## src/rtl/sda_pkg.sv

```systemverilog
package sda_pkg;

    localparam int CTRL_W  = 6;
    localparam int RSV_W   = 2;
    localparam int FRAME_W = CTRL_W + RSV_W;

    typedef logic [CTRL_W-1:0] ctrl_t;

    // Frame as it sits in the shift register once fully loaded
    typedef struct packed {
        logic [RSV_W-1:0] rsv;
        ctrl_t            ctrl;
    } frame_t;

    // Sampled serial pin levels
    typedef struct packed {
        logic sclk;
        logic sel_n;
        logic srst_n;
    } pins_t;

    // Events decoded from pin transitions
    typedef struct packed {
        logic shift;
        logic load;
        logic clear;
    } evt_t;

    // Levels the pins rest at when idle
    localparam pins_t PINS_IDLE = '{sclk: 1'b0, sel_n: 1'b1, srst_n: 1'b1};

    // All sections inserted
    localparam ctrl_t CTRL_MAX_ATTEN = '0;

    // A set bit removes a section, so the inserted amount is the complement
    function automatic ctrl_t half_db_of(ctrl_t code);
        return ~code;
    endfunction

endpackage

```

## src/rtl/sda_event_detect.sv

```systemverilog
module sda_event_detect
    import sda_pkg::*;
(
    input  logic  clk,
    input  logic  rst,
    input  pins_t pins,
    output evt_t  evt
);

    pins_t prev_q;

    always_ff @(posedge clk) begin
        if (rst) prev_q <= PINS_IDLE;
        else     prev_q <= pins;
    end

    always_comb begin
        evt.clear = prev_q.srst_n & ~pins.srst_n;
        evt.load  = ~prev_q.sel_n & pins.sel_n;
        // clock is gated off while select is high
        evt.shift = ~prev_q.sclk & pins.sclk & ~pins.sel_n;
    end

endmodule

```

## src/rtl/sda_shift_chain.sv

```systemverilog
module sda_shift_chain #(
    parameter int WIDTH = 8
) (
    input  logic             clk,
    input  logic             rst,
    input  logic             shift,
    input  logic             clear,
    input  logic             din,
    output logic [WIDTH-1:0] q,
    output logic             dout
);

    always_ff @(posedge clk) begin
        if (rst || clear) q <= '0;
        else if (shift)   q <= {din, q[WIDTH-1:1]};
    end

    assign dout = q[0];

endmodule

```

## src/rtl/sda_hold_reg.sv

```systemverilog
module sda_hold_reg
    import sda_pkg::*;
(
    input  logic   clk,
    input  logic   rst,
    input  logic   load,
    input  logic   clear,
    input  frame_t frame,
    output ctrl_t  code
);

    always_ff @(posedge clk) begin
        if (rst || clear) code <= CTRL_MAX_ATTEN;
        else if (load)    code <= frame.ctrl;
    end

endmodule

```

## src/rtl/sda_serial_ctrl.sv

```systemverilog
module sda_serial_ctrl
    import sda_pkg::*;
(
    input  logic              clk,
    input  logic              rst,
    input  logic              ser_clk,
    input  logic              ser_din,
    input  logic              ser_sel_n,
    input  logic              ser_rst_n,
    output logic              ser_dout,
    output logic [CTRL_W-1:0] att_code,
    output logic [CTRL_W-1:0] att_half_db
);

    pins_t              pins;
    evt_t               evt;
    logic               evt_shift;
    logic               evt_load;
    logic               evt_clear;
    logic [FRAME_W-1:0] frame_q;
    ctrl_t              code_q;

    assign pins = '{sclk: ser_clk, sel_n: ser_sel_n, srst_n: ser_rst_n};

    sda_event_detect u_evt (
        .clk  (clk),
        .rst  (rst),
        .pins (pins),
        .evt  (evt)
    );

    assign evt_shift = evt.shift;
    assign evt_load  = evt.load;
    assign evt_clear = evt.clear;

    sda_shift_chain #(.WIDTH(FRAME_W)) u_chain (
        .clk   (clk),
        .rst   (rst),
        .shift (evt_shift),
        .clear (evt_clear),
        .din   (ser_din),
        .q     (frame_q),
        .dout  (ser_dout)
    );

    sda_hold_reg u_hold (
        .clk   (clk),
        .rst   (rst),
        .load  (evt_load),
        .clear (evt_clear),
        .frame (frame_t'(frame_q)),
        .code  (code_q)
    );

    assign att_code    = code_q;
    assign att_half_db = half_db_of(code_q);

endmodule

```

## config.mk

```make
export PLATFORM = sky130hd
export DESIGN_NAME = sda_serial_ctrl
export DESIGN_NICKNAME = d
export VERILOG_FILES = /design/src/rtl/sda_pkg.sv /design/src/rtl/sda_event_detect.sv /design/src/rtl/sda_shift_chain.sv /design/src/rtl/sda_hold_reg.sv /design/src/rtl/sda_serial_ctrl.sv
export SDC_FILE = /design/constraint.sdc
export NUM_CORES = 1
export LEC_CHECK = 0
export ABC_AREA = 0
export ABC_CLOCK_PERIOD_IN_PS = 1400
export BUFFER_PORTS_ARGS = -buffer_cell sky130_fd_sc_hd__buf_2
export CORE_MARGIN = 2
export CORE_UTILIZATION = 46
export CTS_BUF_LIST = sky130_fd_sc_hd__clkbuf_16
export CTS_CLUSTER_DIAMETER = 100
export DETAILED_ROUTE_END_ITERATION = 16
export PLACE_DENSITY = 0.73
export SLEW_MARGIN = 20
export SYNTH_ARGS = -nofsm -noshare
export SYNTH_HDL_FRONTEND = slang
export SYNTH_SLANG_ARGS = --single-unit
export TNS_END_PERCENT = 5
```

## constraint.sdc

```tcl
create_clock -name clk -period 1.4 [get_ports clk]
set_input_delay 0.28 -clock clk [delete_from_list [all_inputs] [get_ports clk]]
set_output_delay 0.28 -clock clk [all_outputs]
set_load 0.02 [all_outputs]
```

==> flow_summary.toml <==
[status]
status = "completed"

[place]
dpl_cell_area_um2 = 711
dp_hpwl_um = 795
gp_congestion = 0.773
port_buffers = 18

[finish]
design_area_um2 = 791
syn2layout_area_growth_pct = 27.9
fin_nets = 103
fill_cells = 122
final_util = 0.615
antenna_cells = 0
drive_gt1_frac = 0.260

[worst_setup_path]
crit_path_end_kind = "flop"
start_kind = "flop"
crit_type = "reg2reg"
critPathArrivalTime_ns = 1.26
worstPathMaxFanout = 8
required_ns = 1.51

[worst_hold_path]
hp-class = "in2reg"

[logic_synthesis]
synth_edf_count = 0
yosys_register_bits = 17
yosys_warnings = 0
synthArstFlopShare = 0
yosys.area.top_type_share = 0.551
synth_area_um2 = 618
syn_avg_cell_area_um2 = 8.13
synth_area_leaders = "dfxtp_1 55%, nand2_1 17%, a21oi_1 11%"
synth_area_leader_cell = "dfxtp_1"
synth_common_cells = "28 x nand2_1, 17 x dfxtp_1, 14 x a21oi_1"
synth_fp_nets = 82
synth.distinct_cells = 12
seq_area_frac_synth = 0.551
synth.most_common_cell = "nand2_1"
synthFlopType = "dfxtp_1"
syn_inst = 76

[cts]
post-cts-setup-buffers = 0
hold_buffers = 0
htreeDepth = 1
cts.sinks = 17
insertion_delay_ns = 0.24
clk_pin_slew_worst_paths_ns = 0.05
cts_made_buffers = 3
clock_path_buffers = 2
cts_tree = "yes"
cts_root_buf = "clkbuf_16"
cts_resized = 0

[die]
io_pins = 19
start_util = 0.481
die_w_um = 40.7
dieArea_mm2 = 0.00165
die_h_um = 40.7
rows = 13
core_mm2 = 0.00128

[global_route]
grt_pass1_vias = 449
antenna_found_initial = 0
globalRouteOverflowTotal = 0
grt_usage = 0.168
grt_max_degree = 15
grt_pass1_wl_mm = 1.75

[sta]
period_minus_slack_ns = 1.15
drv_slew = 0
timing.fmax_ghz = 0.872
timing_worst_slew_pin_value_ns = 0.503
hold_violations = 0
rsz0062_at_grt = "false"
relSlewSlack = 0.663
finalSetupTns_ns = 0
post-route-period-util = 0.819
whs_ns = 0.230
setup_viol = 0
fin_skew_ns = 0.00522

[pwr]
power_leakage_nw = 0.300
vdd_drop_max_uv = 843
cellPowerDensity_mw_per_mm2 = 1380

[drt]
detailroute.via_count = 522
drc = 0
via_per_inst = 4.70
postRouteAntennaNets = 0
drtIter0Drc = 6
totalWireLength_mm = 1.16
wire_per_inst_um = 10.4
firstDrtPassIters = 3

[job]
maxCapViolCount = 0
flip-flops by register name, summed over array words and instances (netlist names):
register,count
u_hold.code,6
u_chain.q,8
u_evt.prev_q,3
power by group:
group	internal, mW	switching (mW)
sequential	0.490	0.00235
combinational	0.0135	0.0247
clock	0.381	0.177
logic make-up (layout without fill, tap and decap cells):
| kind of cell | count (synthesis) | after routing | synth area share |
|---|---|---|---|
| compound gates | 15 | 15 | 0.126 |
| buf+inv | 9 | 29 | 0.0688 |
| flops | 17 | 17 | 0.551 |
| simple gates | 35 | 35 | 0.255 |
placed cells by master (no fill, tap or decap):
| cell | Yosys | final |
|---|---|---|
| nand2_1 | 28 | 28 |
| buf_2 | 1 | 18 |
| dfxtp_1 | 17 | 17 |
| a21oi_1 | 14 | 14 |
| inv_1 | 7 | 7 |
| clkbuf_16 | 0 | 3 |
| nor2b_1 | 2 | 2 |
| or2_2 | 2 | 2 |
| nand2b_1 | 1 | 1 |
| a21o_1 | 1 | 1 |
| nor3b_2 | 1 | 1 |
| or3b_1 | 1 | 1 |
| clkinv_2 | 0 | 1 |
final timing paths:
kind                                            startpoint                    endpoint  slack (ns)  cells past startpoint
worst max-delay path            u_evt.prev_q[2]$_SDFF_PP0_   u_chain.q[1]$_SDFFE_PP0P_        0.25                      3
worst min register to register   u_chain.q[6]$_SDFFE_PP0P_   u_chain.q[5]$_SDFFE_PP0P_        0.45                      2
worst min-delay path                                   rst  u_evt.prev_q[2]$_SDFF_PP0_        0.23                      2
worst max register to register  u_evt.prev_q[2]$_SDFF_PP0_   u_chain.q[1]$_SDFFE_PP0P_        0.25                      3
layer usage:
metal / global-route usage / share of wire / wire [um]
met3: 0.0489 / 0.037 / 43
met5: 0 / 0 / 0
met2: 0.290 / 0.52 / 605
met1: 0.168 / 0.43 / 497
met4: 0.125 / 0.0095 / 11
area by class of cell:
type	count	area, um^2	share of cell area
Clock buffer	3	75.1	0.0949
Sequential cell	17	340	0.430
Multi-Input combinational cell	50	235	0.297
Timing Repair Buffer	18	90.1	0.114
Tap cell	15	18.8	0.0237
Clock inverter	1	5.00	0.00633
Inverter	7	26.3	0.0332
worst max-delay path, cell delays in order, from the launching register on:
cell     delay [ns]
dfxtp_1        0.31
or3b_1         0.51
nand2_1        0.12
a21oi_1        0.06
per-stage QoR:
stage                     total power, mW  std cells  setup slack, ns
final                                1.09        111            0.254
after global routing                 1.13        111            0.192
after CTS                            1.11        111            0.256
after detailed placement            0.541        107            0.188
after global placement              0.539        107            0.211
after floorplan                     0.529         76            0.372
Note: power is estimated with default switching activity, not from simulation.
